File: config.mk
export PLATFORM = sky130hd
export DESIGN_NAME = gpio_irq_ctrl
export DESIGN_NICKNAME = d
export VERILOG_FILES = /design/src/rtl/gpio_irq_pkg.sv /design/src/rtl/gpio_sync.sv /design/src/rtl/gpio_detect.sv /design/src/rtl/gpio_irq_ctrl.sv
export SDC_FILE = /design/constraint.sdc
export NUM_CORES = 1
export LEC_CHECK = 0
export CORE_UTILIZATION = 55
export DETAILED_ROUTE_END_ITERATION = 8
export PLACE_DENSITY_LB_ADDON = 0.12
export SLEW_MARGIN = 20
export SYNTH_ARGS = -nofsm -noshare
export SYNTH_HDL_FRONTEND = slang
export SYNTH_HIERARCHICAL = 1
export SYNTH_SLANG_ARGS = --single-unit
File: constraint.sdc
create_clock -name clk -period 3 [get_ports clk]
set_input_delay 0.6 -clock clk [delete_from_list [all_inputs] [get_ports clk]]
set_output_delay 0.6 -clock clk [all_outputs]
set_load 0.01 [all_outputs]
File: src/rtl/gpio_irq_pkg.sv
// Package for the GPIO interrupt controller.
// Holds the register word indices (byte address bits 4:2), the bus widths
// and the detection-style codes. Assumes eight lines per style register.
package gpio_irq_pkg;
    localparam int DATA_W        = 32;
    localparam int WORD_W        = 3;
    localparam int ADDR_W        = WORD_W + 2;
    localparam int STY_W         = 3;
    localparam int LINES_PER_STY = 8;

    localparam logic [WORD_W-1:0] WORD_OUT  = 3'd0;
    localparam logic [WORD_W-1:0] WORD_DIR  = 3'd1;
    localparam logic [WORD_W-1:0] WORD_IN   = 3'd2;
    localparam logic [WORD_W-1:0] WORD_STAT = 3'd3;
    localparam logic [WORD_W-1:0] WORD_STY0 = 3'd4;
    localparam logic [WORD_W-1:0] WORD_STY1 = 3'd5;

    typedef enum logic [STY_W-1:0] {
        STY_LVL_HI = 3'd0,
        STY_LVL_LO = 3'd1,
        STY_RISE   = 3'd2,
        STY_FALL   = 3'd3,
        STY_ANY    = 3'd4
    } style_e;

    // Word index of the style register that holds a given line
    function automatic logic [WORD_W-1:0] style_word(input int line);
        return WORD_STY0 + WORD_W'(line / LINES_PER_STY);
    endfunction
endpackage

File: src/rtl/gpio_sync.sv
// Two-flop synchroniser for a bus of independent asynchronous pins.
// Assumes each bit is a separate signal, so bits may settle in different cycles.
module gpio_sync #(
    parameter int WIDTH = 16
) (
    input  logic             clk,
    input  logic             rst_n,
    input  logic [WIDTH-1:0] async_i,
    output logic [WIDTH-1:0] sync_o
);
    logic [WIDTH-1:0] meta_q;
    logic [WIDTH-1:0] sync_q;

    // Two capture stages, cleared by reset
    always_ff @(posedge clk) begin
        if (!rst_n) begin
            meta_q <= '0;
            sync_q <= '0;
        end else begin
            meta_q <= async_i;
            sync_q <= meta_q;
        end
    end

    assign sync_o = sync_q;
endmodule

File: src/rtl/gpio_detect.sv
// Per-line interrupt condition detector.
// For each line, compares the synchronised level with last cycle's level
// and raises set_o for one cycle per edge, or on every cycle of a level,
// depending on the line's style code. Codes with no style never raise it.
module gpio_detect #(
    parameter int LINES = 16
) (
    input  logic                                      clk,
    input  logic                                      rst_n,
    input  logic [LINES-1:0]                          lvl_i,
    input  logic [LINES-1:0][gpio_irq_pkg::STY_W-1:0] style_i,
    output logic [LINES-1:0]                          set_o
);
    import gpio_irq_pkg::*;

    logic [LINES-1:0] prev_q;

    // Level from one cycle back, for edge comparison
    always_ff @(posedge clk) begin
        if (!rst_n) prev_q <= '0;
        else        prev_q <= lvl_i;
    end

    for (genvar g = 0; g < LINES; g++) begin : g_line
        // Decode this line's style into its set condition
        always_comb begin
            case (style_i[g])
                STY_LVL_HI: set_o[g] = lvl_i[g];
                STY_LVL_LO: set_o[g] = ~lvl_i[g];
                STY_RISE:   set_o[g] = lvl_i[g] & ~prev_q[g];
                STY_FALL:   set_o[g] = ~lvl_i[g] & prev_q[g];
                STY_ANY:    set_o[g] = lvl_i[g] ^ prev_q[g];
                default:    set_o[g] = 1'b0;
            endcase
        end
    end
endmodule

File: src/rtl/gpio_irq_ctrl.sv
// GPIO controller top: register file, synchroniser, detectors, status.
// Assumes one-cycle write strobes and word-aligned addresses. Reads are
// combinational, and offsets 0x18/0x1C are reserved and read zero.
// Status set takes priority over a same-cycle write-one-to-clear.
module gpio_irq_ctrl #(
    parameter int NLINES = 16,
    parameter int NIRQ   = 13
) (
    input  logic                            clk,
    input  logic                            rst_n,
    input  logic [gpio_irq_pkg::ADDR_W-1:0] bus_addr,
    input  logic                            bus_we,
    input  logic [gpio_irq_pkg::DATA_W-1:0] bus_wdata,
    output logic [gpio_irq_pkg::DATA_W-1:0] bus_rdata,
    input  logic [NLINES-1:0]               pin_in,
    output logic [NLINES-1:0]               pin_out,
    output logic [NLINES-1:0]               pin_oe,
    output logic [NIRQ-1:0]                 irq_out
);
    import gpio_irq_pkg::*;

    localparam int SPR = LINES_PER_STY;

    logic [WORD_W-1:0]             word;
    logic [NLINES-1:0]             out_q;
    logic [NLINES-1:0]             dir_q;
    logic [NLINES-1:0]             status_q;
    logic [NLINES-1:0][STY_W-1:0]  style_q;
    logic [NLINES-1:0]             lvl_sync;
    logic [NLINES-1:0]             set_vec;
    logic [NLINES-1:0]             clr_mask;
    logic                          unused_bits;

    assign word        = bus_addr[ADDR_W-1:2];
    assign unused_bits = &{bus_addr[1:0], bus_wdata[DATA_W-1:SPR*STY_W]};

    gpio_sync #(.WIDTH(NLINES)) u_sync (
        .clk     (clk),
        .rst_n   (rst_n),
        .async_i (pin_in),
        .sync_o  (lvl_sync)
    );

    gpio_detect #(.LINES(NLINES)) u_detect (
        .clk     (clk),
        .rst_n   (rst_n),
        .lvl_i   (lvl_sync),
        .style_i (style_q),
        .set_o   (set_vec)
    );

    // Output-data and direction registers
    always_ff @(posedge clk) begin
        if (!rst_n) begin
            out_q <= '0;
            dir_q <= '1;
        end else if (bus_we) begin
            if (word == WORD_OUT) out_q <= bus_wdata[NLINES-1:0];
            if (word == WORD_DIR) dir_q <= bus_wdata[NLINES-1:0];
        end
    end

    // Style fields, each written from its own register word
    always_ff @(posedge clk) begin
        if (!rst_n) begin
            style_q <= '0;
        end else begin
            for (int i = 0; i < NLINES; i++) begin
                if (bus_we && word == style_word(i))
                    style_q[i] <= bus_wdata[(i % SPR) * STY_W +: STY_W];
            end
        end
    end

    // Bits that a status write asks to clear
    always_comb begin
        clr_mask = '0;
        if (bus_we && word == WORD_STAT) clr_mask = bus_wdata[NLINES-1:0];
    end

    // Sticky status: clear first, then OR in new detections
    always_ff @(posedge clk) begin
        if (!rst_n) status_q <= '0;
        else        status_q <= (status_q & ~clr_mask) | set_vec;
    end

    // Read multiplexer for the addressed word
    always_comb begin
        bus_rdata = '0;
        case (word)
            WORD_OUT:  bus_rdata[NLINES-1:0] = out_q;
            WORD_DIR:  bus_rdata[NLINES-1:0] = dir_q;
            WORD_IN:   bus_rdata[NLINES-1:0] = lvl_sync;
            WORD_STAT: bus_rdata[NLINES-1:0] = status_q;
            default: begin
                for (int i = 0; i < NLINES; i++) begin
                    if (word == style_word(i))
                        bus_rdata[(i % SPR) * STY_W +: STY_W] = style_q[i];
                end
            end
        endcase
    end

    assign pin_out = out_q;
    assign pin_oe  = ~dir_q;
    assign irq_out = status_q[NIRQ-1:0];
endmodule

# Word level (Yosys, flattened, before mapping)
# Index checks and enable logic that the tools add are counted.
[word_totals]
elab_cells = 233
output_inout_bits = 77
input_bits = 56
register_bits = 144
[op_classes]
muxes = 35
n_bitwise = 84
n_eq_ne = 69
reduce_logical = 23
[ops]
columns = ["op", "n"]
rows = [
  ["$eq A3 B2 Y1 const B", 34],
  ["$pmux W1 S5", 16],
  ["$pmux W16 S4", 1],
  ["$eq A3 B3 Y1 const B", 18],
  ["$eq A3 B1 Y1 const B", 17],
  ["$logic_not A3 Y1", 17],
  ["$mux W3", 16],
  ["$and A1 B1 Y1", 32],
  ["$not A1 Y1", 32],
  ["$not A16 Y16", 2],
  ["$and A16 B16 Y16", 1],
  ["$mux W16", 1],
  ["$or A16 B16 Y16", 1],
  ["$xor A1 B1 Y1", 16],
  ["$mux W8", 1],
  ["$reduce_and A2 Y1", 2],
  ["$reduce_or A4 Y1", 1],
  ["$logic_and A1 B1 Y1", 3],
]

# Longest topological paths before layout
# Gate-level depths: netlist (run 1).
[depth]
word_depth = 6
depth_mapped = 6
ltp_nobuf = 6

# By module
# Netlist (run 1), hierarchy kept.
[by_module_without_submodules]
columns = ["mod", "n_inst", "cells_per_inst", "area_per_inst_um2"]
rows = [
  ["gpio_irq_ctrl", 1, 534, 4700.8],
  ["gpio_detect", 1, 193, 1677.9],
  ["gpio_sync", 1, 67, 895.9],
]

# Worst setup path after synthesis (run 1)
# No wires, ideal clock.
[synth_path]
kind = "input port to output port"
startpoint = "input port bus_addr[3] (netlist bit)"
endpoint = "output port bus_rdata[12] (netlist bit)"
cell_stages = 6
path_slack_ns = 0.781
t_required_ns = 2.400
arrival_time_ns = 1.619
path_cell_list = "buf_6 -> buf_6 -> buf_4 -> nor2_2 -> a221oi_1 -> a21oi_1"
[synth_between]
elab_chain_len = 4
[synth_rtl]
columns = ["item", "line_no", "source"]
rows = [
  ["start, declared", "gpio_irq_ctrl.sv:11", "input logic [gpio_irq_pkg::ADDR_W-1:0] bus_addr,"],
  ["$eq A3 B3 Y1", "gpio_irq_ctrl.sv:97", "if (word == style_word(i))"],
  ["$mux W3 (2 in series)", "gpio_irq_ctrl.sv:97", ""],
  ["$pmux W16 S4 (*)", "gpio_irq_ctrl.sv:90", "case (word)"],
  ["end, declared", "gpio_irq_ctrl.sv:14", "output logic [gpio_irq_pkg::DATA_W-1:0] bus_rdata,"],
]
# Mark *: on every way between the ends. The rest lies on a longest branch, timed or not.

# Worst setup path in the final report (run 1)
[layout_path]
startpoint = "input port bus_addr[4] (netlist bit)"
endpoint = "output port bus_rdata[9] (netlist bit)"
# The elaborated chain is that of the path after synthesis.

==> results.json, run 1 <==
{
  "status": "complete, no violations",
  "cellPowerDensity_mw_per_mm2": 536,
  "grt_pass1_wl_mm": 30.4,
  "fin_ws_ps": 5.19,
  "drtIter0Drc": 477,
  "port_buffers": 114,
  "syn2layout_area_growth_pct": 28.2,
  "synth_top_family_by_area": "simple AND/OR/NAND/NOR gates",
  "period_share_pct": 99.8,
  "antenna_cells": 0,
  "ys_ff_latch": 144,
  "via_count": 6096,
  "max_stage_delay_ps": 560,
  "synth_fa_ha_area_share_pct": 5.50,
  "synth_area_mm2": 0.00727,
  "hold_viol": 0,
  "ys_async_sr_fraction_pct": 0,
  "dp_hpwl_mm": 13.5,
  "yosys_warnings": 6,
  "antenna_found_initial": 0,
  "finalSetupViolations": 0,
  "synth_edf_count": 0,
  "cts_hold_buf": 0,
  "clkSinkCount": 144,
  "post-route-min-period_ps": 2990,
  "muxShareOfSynthArea_pct": 7.67,
  "die_x_um": 117,
  "criticalPathCategory": "in -> out",
  "dr.pass1.iters": 5,
  "max-cap-violations": 0,
  "numCtsBuffers": 17,
  "finalWirelength_mm": 19.4,
  "worst_pin_slew_ps": 846,
  "grt_use_total_pct": 29.7,
  "wl_per_cell_um": 17.8,
  "rsz0062_at_grt": "true",
  "crit_arrival_ps": 2390,
  "path_max_fanout": 5,
  "grt_pass1_vias": 6018,
  "crit_path_cell_trace": "clkdlybuf4s50_1, buf_4, nor3b_4, buf_4, a22oi_1, a21oi_1, clkdlybuf4s50_1",
  "synthXorXnorAreaFrac_pct": 1.93,
  "synth.avg_cell_area_um2": 9.16,
  "slew_violations": 0,
  "drc_errors": 0,
  "viasPerCell": 5.58,
  "ios": 133,
  "critPathCaptureType": "primary output",
  "drive_above_1_share_pct": 13.0,
  "synth_seq_area_share_pct": 39.6,
  "min_path_type": "reg -> reg",
  "cts_tree": "done",
  "core_mm2": 0.0128,
  "crit_family": "buffers and inverters",
  "initial_core_util_pct": 56.9,
  "detail-route-antenna-nets": 0,
  "fillers": 920,
  "total_power_mw": 5.00,
  "h-tree-depth": 4,
  "overflow": 0,
  "fmaxAchievable_mhz": 334,
  "fin_cells": 1092,
  "netlist_instances": 794,
  "gp_congestion": 0.878,
  "synthSimpleGateAreaFrac_pct": 19.9,
  "finClkSkew_ps": 8.75,
  "numPlacedInstances": 1061,
  "grt_max_degree": 45,
  "dieArea_mm2": 0.0137,
  "relSlewSlack_pct": 43.6,
  "clk_path_buf_depth": 2,
  "ir_worst_vdd_uv": 367,
  "fp.dieH_um": 117,
  "clock_latency_ps": 430,
  "pre_cts_slack_ps": -230,
  "critPathBufInv": 4,
  "synth_compound_area_share_pct": 16.3,
  "synthFlopType": "dfxtp_1",
  "path_clk_slew_ps": 60,
  "total_leakage_power_nw": 3.80,
  "synth_cell_types": 41,
  "rows": 41,
  "hold_ws_ps": 447,
  "crit_path_start_kind": "primary input",
  "cts-root-buf": "clkbuf_16",
  "layout.nets": 997,
  "slowest_stage": "clkdlybuf4s50_1",
  "required_ps": 2400
}
[cells by family after synthesis]
kind of cell,count (synthesis)
AOI/OAI and AO/OA,161
xor gates and xnor gates,16
adders and majority gates,32
buffers and inverters,124
DFF,144
muxes,47
other,1
and+or+nand+nor,269
[stage by stage]
stage               instance area [µm²]  utilization [%]  setup TNS [ps]
finish                             9330             73.0               0
global route                       9330             73.0           -4.27
CTS                                9290             72.7               0
detailed placement                 8580             67.2           -2180
global placement                   8580             67.2           -2180
floorplan                          7300                -               0
[path summary, 6_finish.rpt]
path	endpoint	slack, ps	depth (start not counted)	start
worst max register to register	status_q[5]	1200	6	u_sync/sync_o[5]
worst min-delay path	u_sync/sync_o[7]	450	1	u_sync/meta_q[7]
worst max-delay path	bus_rdata[9]	5	7	bus_addr[4]
worst min register to register	u_sync/sync_o[7]	450	1	u_sync/meta_q[7]
[synthesized netlist by cell type, drive strengths merged (2+ instances only)]
cell | n | area share [%]
dfxtp | 144 | 40
nand2 | 144 | 7.4
a21boi | 80 | 8.3
inv | 57 | 2.9
buf | 50 | 5.1
and2 | 49 | 4.8
mux2i | 40 | 5.5
ha | 32 | 5.5
o21a | 25 | 2.6
o211ai | 18 | 1.9
clkbuf | 17 | 0.95
nor3b | 16 | 2.0
nor4b | 15 | 2.0
nor3 | 14 | 0.96
or3 | 14 | 1.2
xnor2 | 14 | 1.7
a21oi | 9 | 0.62
a221oi | 9 | 1.1
a22oi | 9 | 0.93
nor2 | 9 | 0.50
mux4 | 7 | 2.2
o22ai | 7 | 0.60
and4b | 2 | 0.28
o21ai | 2 | 0.14
o31ai | 2 | 0.21
xor2 | 2 | 0.24
[flip-flops by register name, summed over array words and instances (netlist names)]
register / count
dir_q: 16
pin_out: 16
status_q: 16
u_detect/prev_q: 16
u_sync/meta_q: 16
style_q: 48
u_sync/sync_o: 16
[layout by cell type (no fill, tap or decap), types with 4 or more instances in the layout]
master           count
nand2_1            144
dfxtp_1            144
clkdlybuf4s50_1     94
inv_1               57
a21boi_0            52
mux2i_1             40
buf_4               38
ha_1                32
and2_2              32
a21boi_1            28
o21a_1              25
o211ai_1            18
and2_1              17
clkbuf_16           17
nor3b_1             14
nor4b_1             14
xnor2_1             14
nor3_1              14
or3_1               14
dlymetal6s2s_1      13
a221oi_1             9
a22oi_1              9
nor2_1               8
conb_1               8
mux4_2               7
o22ai_1              7
a21oi_1              7
bufinv_16            6
dlygate4sd2_1        4
buf_12               4
[metal layers]
| layer | GRT usage, % | wire length [µm] | up-vias |
|---|---|---|---|
| met2 | 48.8 | 9230 | 241 |
| met3 | 6.69 | 1220 | 37 |
| met4 | 14.3 | 500 | 0 |
| met1 | 37.0 | 8460 | 2918 |
| li1 | - | - | 2900 |
| met5 | 0 | 0 | - |
[report_power, final]
part	switching [mW]	internal, mW
clock network	0.795	1.61
registers	0.0646	1.98
logic	0.254	0.292
[area by class of cell]
| type | count | area, µm² | area share [%] |
|---|---|---|---|
| Inverter | 57 | 214 | 2.29 |
| Timing Repair Buffer | 156 | 1550 | 16.6 |
| Sequential cell | 144 | 2880 | 30.9 |
| Clock buffer | 20 | 467 | 5.00 |
| Clock inverter | 10 | 208 | 2.23 |
| Tap cell | 172 | 215 | 2.31 |
| Multi-Input combinational cell | 533 | 3790 | 40.6 |
[repair_timing]
action,4_1_cts,5_1_grt
gates cloned,1,0
setup buffers,0,0
pin swaps,1,0
endpoints found under the setup margin,16,15
hold endpoints to repair,0,0
resized for setup,8,14
Note: power is estimated with default switching activity, not from simulation.
==> inputs of run 2 (changes only) <==
--- a/config.mk
+++ b/config.mk
@@ -5,7 +5,7 @@
 export SDC_FILE = /design/constraint.sdc
 export NUM_CORES = 1
 export LEC_CHECK = 0
-export CORE_UTILIZATION = 55
+export CORE_UTILIZATION = 53
 export DETAILED_ROUTE_END_ITERATION = 8
 export PLACE_DENSITY_LB_ADDON = 0.12
 export SLEW_MARGIN = 20
==> constraint.sdc (replaced) <==
create_clock -name clk -period 3.3 [get_ports clk]
set_input_delay 0.66 -clock clk [delete_from_list [all_inputs] [get_ports clk]]
set_output_delay 0.66 -clock clk [all_outputs]
set_load 0.1 [all_outputs]
==> results.json, run 2 (synthesis gave the netlist of run 1 again) <==
{
  "status": "complete, no violations",
  "gp_congestion": 0.851,
  "slew_violations": 0,
  "cp-startpoint": "bus_addr[3]",
  "fin_ws_ps": 123,
  "largest_register_ff_count": 48,
  "fmaxAchievable_mhz": 315,
  "crit_path_start_kind": "primary input",
  "finalWirelength_mm": 18.9,
  "initial_core_util_pct": 54.7,
  "multiInputGateArea_mm2": 0.00381,
  "clk_path_buf_depth": 2,
  "drtIter0Drc": 377,
  "grt_pass1_vias": 6135,
  "period_share_pct": 96.3,
  "ir_worst_vdd_uv": 288,
  "detail-route-antenna-nets": 0,
  "crit_arrival_ps": 2520,
  "antenna_found_initial": 0,
  "required_ps": 2640,
  "reg2reg_to": "status_q[3]",
  "hold_viol": 0,
  "dp_hpwl_mm": 13.2,
  "rrSetupSlack_ps": 1630,
  "total_leakage_power_nw": 3.63,
  "finalSetupViolations": 0,
  "ios": 133,
  "dieArea_mm2": 0.0142,
  "max-cap-violations": 0,
  "fillers": 1025,
  "crit_path_cell_trace": "clkdlybuf4s50_1, buf_12, nor2_2, a221oi_1, a21oi_2, buf_12",
  "via_count": 6058,
  "timing.critical_path.mode_cell": "buf_12",
  "h-tree-depth": 4,
  "cts_tree": "done",
  "final_cell_mix": "144 x nand2_1, 144 x dfxtp_1, 68 x buf_4, 57 x inv_1, 52 x a21boi_0",
  "path_clk_slew_ps": 60,
  "cts-root-buf": "clkbuf_16",
  "postCtsSetupBuffers": 0,
  "worst_pin_slew_ps": 904,
  "min_path_type": "reg -> reg",
  "crit_end": "bus_rdata[15]",
  "criticalPathCategory": "in -> out",
  "finClkSkew_ps": 4.42,
  "core_mm2": 0.0133,
  "critPathCaptureType": "primary output",
  "viasPerCell": 5.61,
  "post-route-min-period_ps": 3180,
  "pre_cts_slack_ps": 87.7,
  "setup_tns_ps": 0,
  "dr.pass1.iters": 5,
  "clock_latency_ps": 420,
  "numCtsBuffers": 17,
  "drc_errors": 0,
  "grt_max_degree": 81,
  "reg2reg_depth": 6,
  "drive_above_1_share_pct": 19.8,
  "slowest_stage": "nor2_2",
  "layout.nets": 979,
  "path_max_fanout": 29,
  "syn2layout_area_growth_pct": 26.2,
  "die_x_um": 119,
  "relSlewSlack_pct": 39.8,
  "grt_pass1_wl_mm": 30.7,
  "rsz0062_at_grt": "false",
  "antenna_cells": 0,
  "port_buffers": 114,
  "grt_use_total_pct": 28.0,
  "largest_register": "style_q",
  "clkSinkCount": 144,
  "fp.dieH_um": 119,
  "max_stage_delay_ps": 510,
  "register_area_mm2": 0.00288,
  "rows": 42,
  "reg2reg_from": "u_sync/sync_o[3]",
  "overflow": 0,
  "wl_per_cell_um": 17.5,
  "cellPowerDensity_mw_per_mm2": 495,
  "fin_util_pct": 69.0
}
==> run 2: critical path, delay by kind of cell <==
family	cells	cell delay [ps]
and+or+nand+nor	1	510
AOI/OAI and AO/OA	2	480
buffers and inverters	3	860
==> run 2: repair_timing <==
action                     CTS  global route
hold buffers                 0             0
setup endpoints to repair    0             1
resized for setup            0             1
==> run 2: power by group <==
part	total (mW)	internal (mW)	leakage (nW)	switching, mW
clock	1.88	1.17	0.278	0.716
combinational	0.803	0.274	2.18	0.529
sequential	1.86	1.80	1.17	0.0561
total	4.54	3.24	3.63	1.30
==> run 2: area by class of cell <==
| cell class | instances | share of cell area [%] |
|---|---|---|
| clock inverter | 10 | 1.20 |
| sequential | 144 | 31.4 |
| timing repair buffer | 138 | 16.0 |
| tap | 176 | 2.40 |
| inverter | 57 | 2.33 |
| clock buffer | 22 | 5.17 |
| multi-input combinational | 533 | 41.5 |
==> run 2: metal layers <==
layer / global-route usage [%] / routed length (µm) / vias up
li1: - / - / 2858
met1: 34.0 / 8090 / 2936
met2: 47.6 / 9200 / 225
met3: 5.70 / 1190 / 39
met4: 12.4 / 455 / 0
met5: 0 / 0 / -
==> run 2: worst min-delay path by stage <==
stage,from,endpoint,slack (ps),cells after the start
after floorplan,u_sync/meta_q[0],u_sync/sync_o[0],430,1
after global placement,u_sync/meta_q[8],u_sync/sync_o[8],430,1
after detailed placement,u_sync/meta_q[3],u_sync/sync_o[3],430,1
after CTS,u_sync/meta_q[3],u_sync/sync_o[3],440,1
after global routing,u_sync/meta_q[10],u_sync/sync_o[10],450,1
final,u_sync/meta_q[10],u_sync/sync_o[10],440,1
==> run 2: stage by stage <==
step | power, mW | instance area [µm²] | hold slack (ps) | std cells
6_report | 4.54 | 9180 | 445 | 1080
5_1_grt | 4.68 | 9180 | 449 | 1080
4_1_cts | 4.56 | 9180 | 444 | 1080
3_5_place_dp | 2.69 | 8590 | 431 | 1048
3_3_place_gp | 2.68 | 8590 | 430 | 1048
2_1_floorplan | 2.46 | 7330 | 426 | 801
==> inputs of run 3 (changes only) <==
--- a/config.mk
+++ b/config.mk
@@ -5,7 +5,7 @@
 export SDC_FILE = /design/constraint.sdc
 export NUM_CORES = 1
 export LEC_CHECK = 0
-export CORE_UTILIZATION = 53
+export CORE_UTILIZATION = 50
 export DETAILED_ROUTE_END_ITERATION = 8
 export PLACE_DENSITY_LB_ADDON = 0.12
 export SLEW_MARGIN = 20
==> results.json, run 3 (synthesis gave the netlist of run 1 again) <==
{
  "power_frac_seq_pct": 38.9,
  "total_leakage_power_nw": 3.67,
  "finClkSkew_ps": 5.41,
  "slew_violations": 0,
  "pre_cts_slack_ps": 158,
  "period_share_pct": 96.1,
  "criticalPathCategory": "in -> out",
  "cts-resized-gates": 0,
  "relSlewSlack_pct": 42.3,
  "clk_path_buf_depth": 2,
  "dieArea_mm2": 0.0150,
  "largest_register_ff_count": 48,
  "fp.dieH_um": 123,
  "cts_tree": "done",
  "clock_latency_ps": 420,
  "layout.nets": 980,
  "ir_worst_vdd_uv": 347,
  "dp_hpwl_mm": 13.1,
  "syn2layout_area_growth_pct": 27.6,
  "cts_hold_buf": 0,
  "hold_viol": 0,
  "fin_ws_ps": 130,
  "grt_max_degree": 90,
  "antenna_found_initial": 0,
  "drive_above_1_share_pct": 20.0,
  "clock_power_share_pct": 44.2,
  "hold_depth": 1,
  "pwr-share-comb_pct": 17.0,
  "cell_internal_pwr_mw": 3.44,
  "p_sw_share_pct": 28.1,
  "largest_register": "style_q",
  "fin_util_pct": 66.1,
  "post-route-min-period_ps": 3170,
  "gp_congestion": 0.807,
  "drc_errors": 0,
  "rows": 43,
  "detail-route-antenna-nets": 0,
  "worst_pin_slew_ps": 864,
  "fillers": 1110,
  "reg2reg_from": "u_sync/sync_o[5]",
  "cp-startpoint": "bus_addr[3]",
  "postCtsSetupBuffers": 0,
  "rsz0062_at_grt": "false",
  "total_power_mw": 4.78,
  "finalWirelength_mm": 19.4,
  "ios": 133,
  "numPlacedInstances": 1053,
  "status": "complete, no violations",
  "via_count": 6059,
  "dr.pass1.iters": 6,
  "core_mm2": 0.0140,
  "wl_per_cell_um": 17.9,
  "grt_pass1_wl_mm": 30.1,
  "overflow": 0,
  "cts-root-buf": "clkbuf_16",
  "hp-start": "u_sync/meta_q[10]",
  "min_path_type": "reg -> reg",
  "reg2reg_to": "status_q[5]",
  "fmaxAchievable_mhz": 315,
  "max-cap-violations": 0,
  "grt_use_total_pct": 26.8,
  "p_sw_mw": 1.34,
  "final_cell_mix": "144 x nand2_1, 144 x dfxtp_1, 67 x buf_4, 57 x inv_1, 52 x a21boi_0",
  "port_buffers": 114,
  "grt_pass1_vias": 5864,
  "crit_arrival_ps": 2510,
  "path_max_fanout": 29,
  "crit_path_start_kind": "primary input",
  "die_x_um": 123,
  "holdPathEnd": "u_sync/sync_o[10]",
  "required_ps": 2640,
  "clkSinkCount": 144,
  "fin_cells": 1085,
  "numCtsBuffers": 17,
  "initial_core_util_pct": 51.8,
  "h-tree-depth": 4,
  "rrSetupSlack_ps": 1580,
  "cellPowerDensity_mw_per_mm2": 515,
  "reg2reg_depth": 6,
  "path_clk_slew_ps": 60,
  "drtIter0Drc": 450,
  "hold_ws_ps": 448,
  "critPathCaptureType": "primary output",
  "antenna_cells": 0,
  "finalSetupViolations": 0,
  "viasPerCell": 5.58
}
==> run 3: changes by cell type in the layout (fill, tap and decap cells not counted) <==
cell        delta
and2_2         -1
clkbuf_1       -2
clkbuf_8       -2
bufinv_16      +3
buf_4          -1
clkinv_4       +1
and2_1         +1
clkinv_2       -2
buf_12         +2
clkinvlp_4     +2
==> run 3: power by group through the flow <==
stage                     logic [mW]  registers [mW]  clock network [mW]
after floorplan                0.558            1.90                   0
final                          0.811            1.86                2.11
after global placement         0.796            1.89                   0
after detailed placement       0.805            1.89                   0
after CTS                      0.809            1.86                2.13
after global routing           0.848            1.86                2.23
==> run 3: per-layer routing <==
layer	wire length, µm	track usage, %	share of wire [%]	up-vias
met5	0	0	0	-
met4	552	12.7	2.8	0
met3	1300	5.11	6.7	45
met2	9140	44.2	47	251
met1	8380	33.6	43	2901
li1	-	-	-	2862
==> run 3: critical path, cell delays in order <==
cell and delay [ps]:
clkdlybuf4s50_1 450, buf_12 200, nor2_2 510, a221oi_1 220, a21oi_2 250, buf_12 200
==> run 3: worst max path at each step <==
stage                               end  cells after the start  slack [ps]
after global placement     bus_rdata[9]                      6         150
after floorplan           bus_rdata[14]                      5        -160
after CTS                  bus_rdata[1]                      6         140
after detailed placement   bus_rdata[1]                      6         160
final                      bus_rdata[9]                      6         130
after global routing      bus_rdata[15]                      6          50
==> run 3: layout make-up <==
type	count	area (µm²)	share of cell area (%)
timing repair buffer	139	1500	16.1
tap	180	225	2.43
inverter	57	214	2.30
clock inverter	14	214	2.30
sequential	144	2880	31.1
clock buffer	18	439	4.73
multi-input combinational	533	3810	41.0
==> run 3: through the flow <==
step | setup TNS, ps | instance area, µm²
after global routing | 0 | 9280
after global placement | 0 | 8630
after floorplan | -1090 | 7330
final | 0 | 9280
after CTS | 0 | 9280
after detailed placement | 0 | 8630
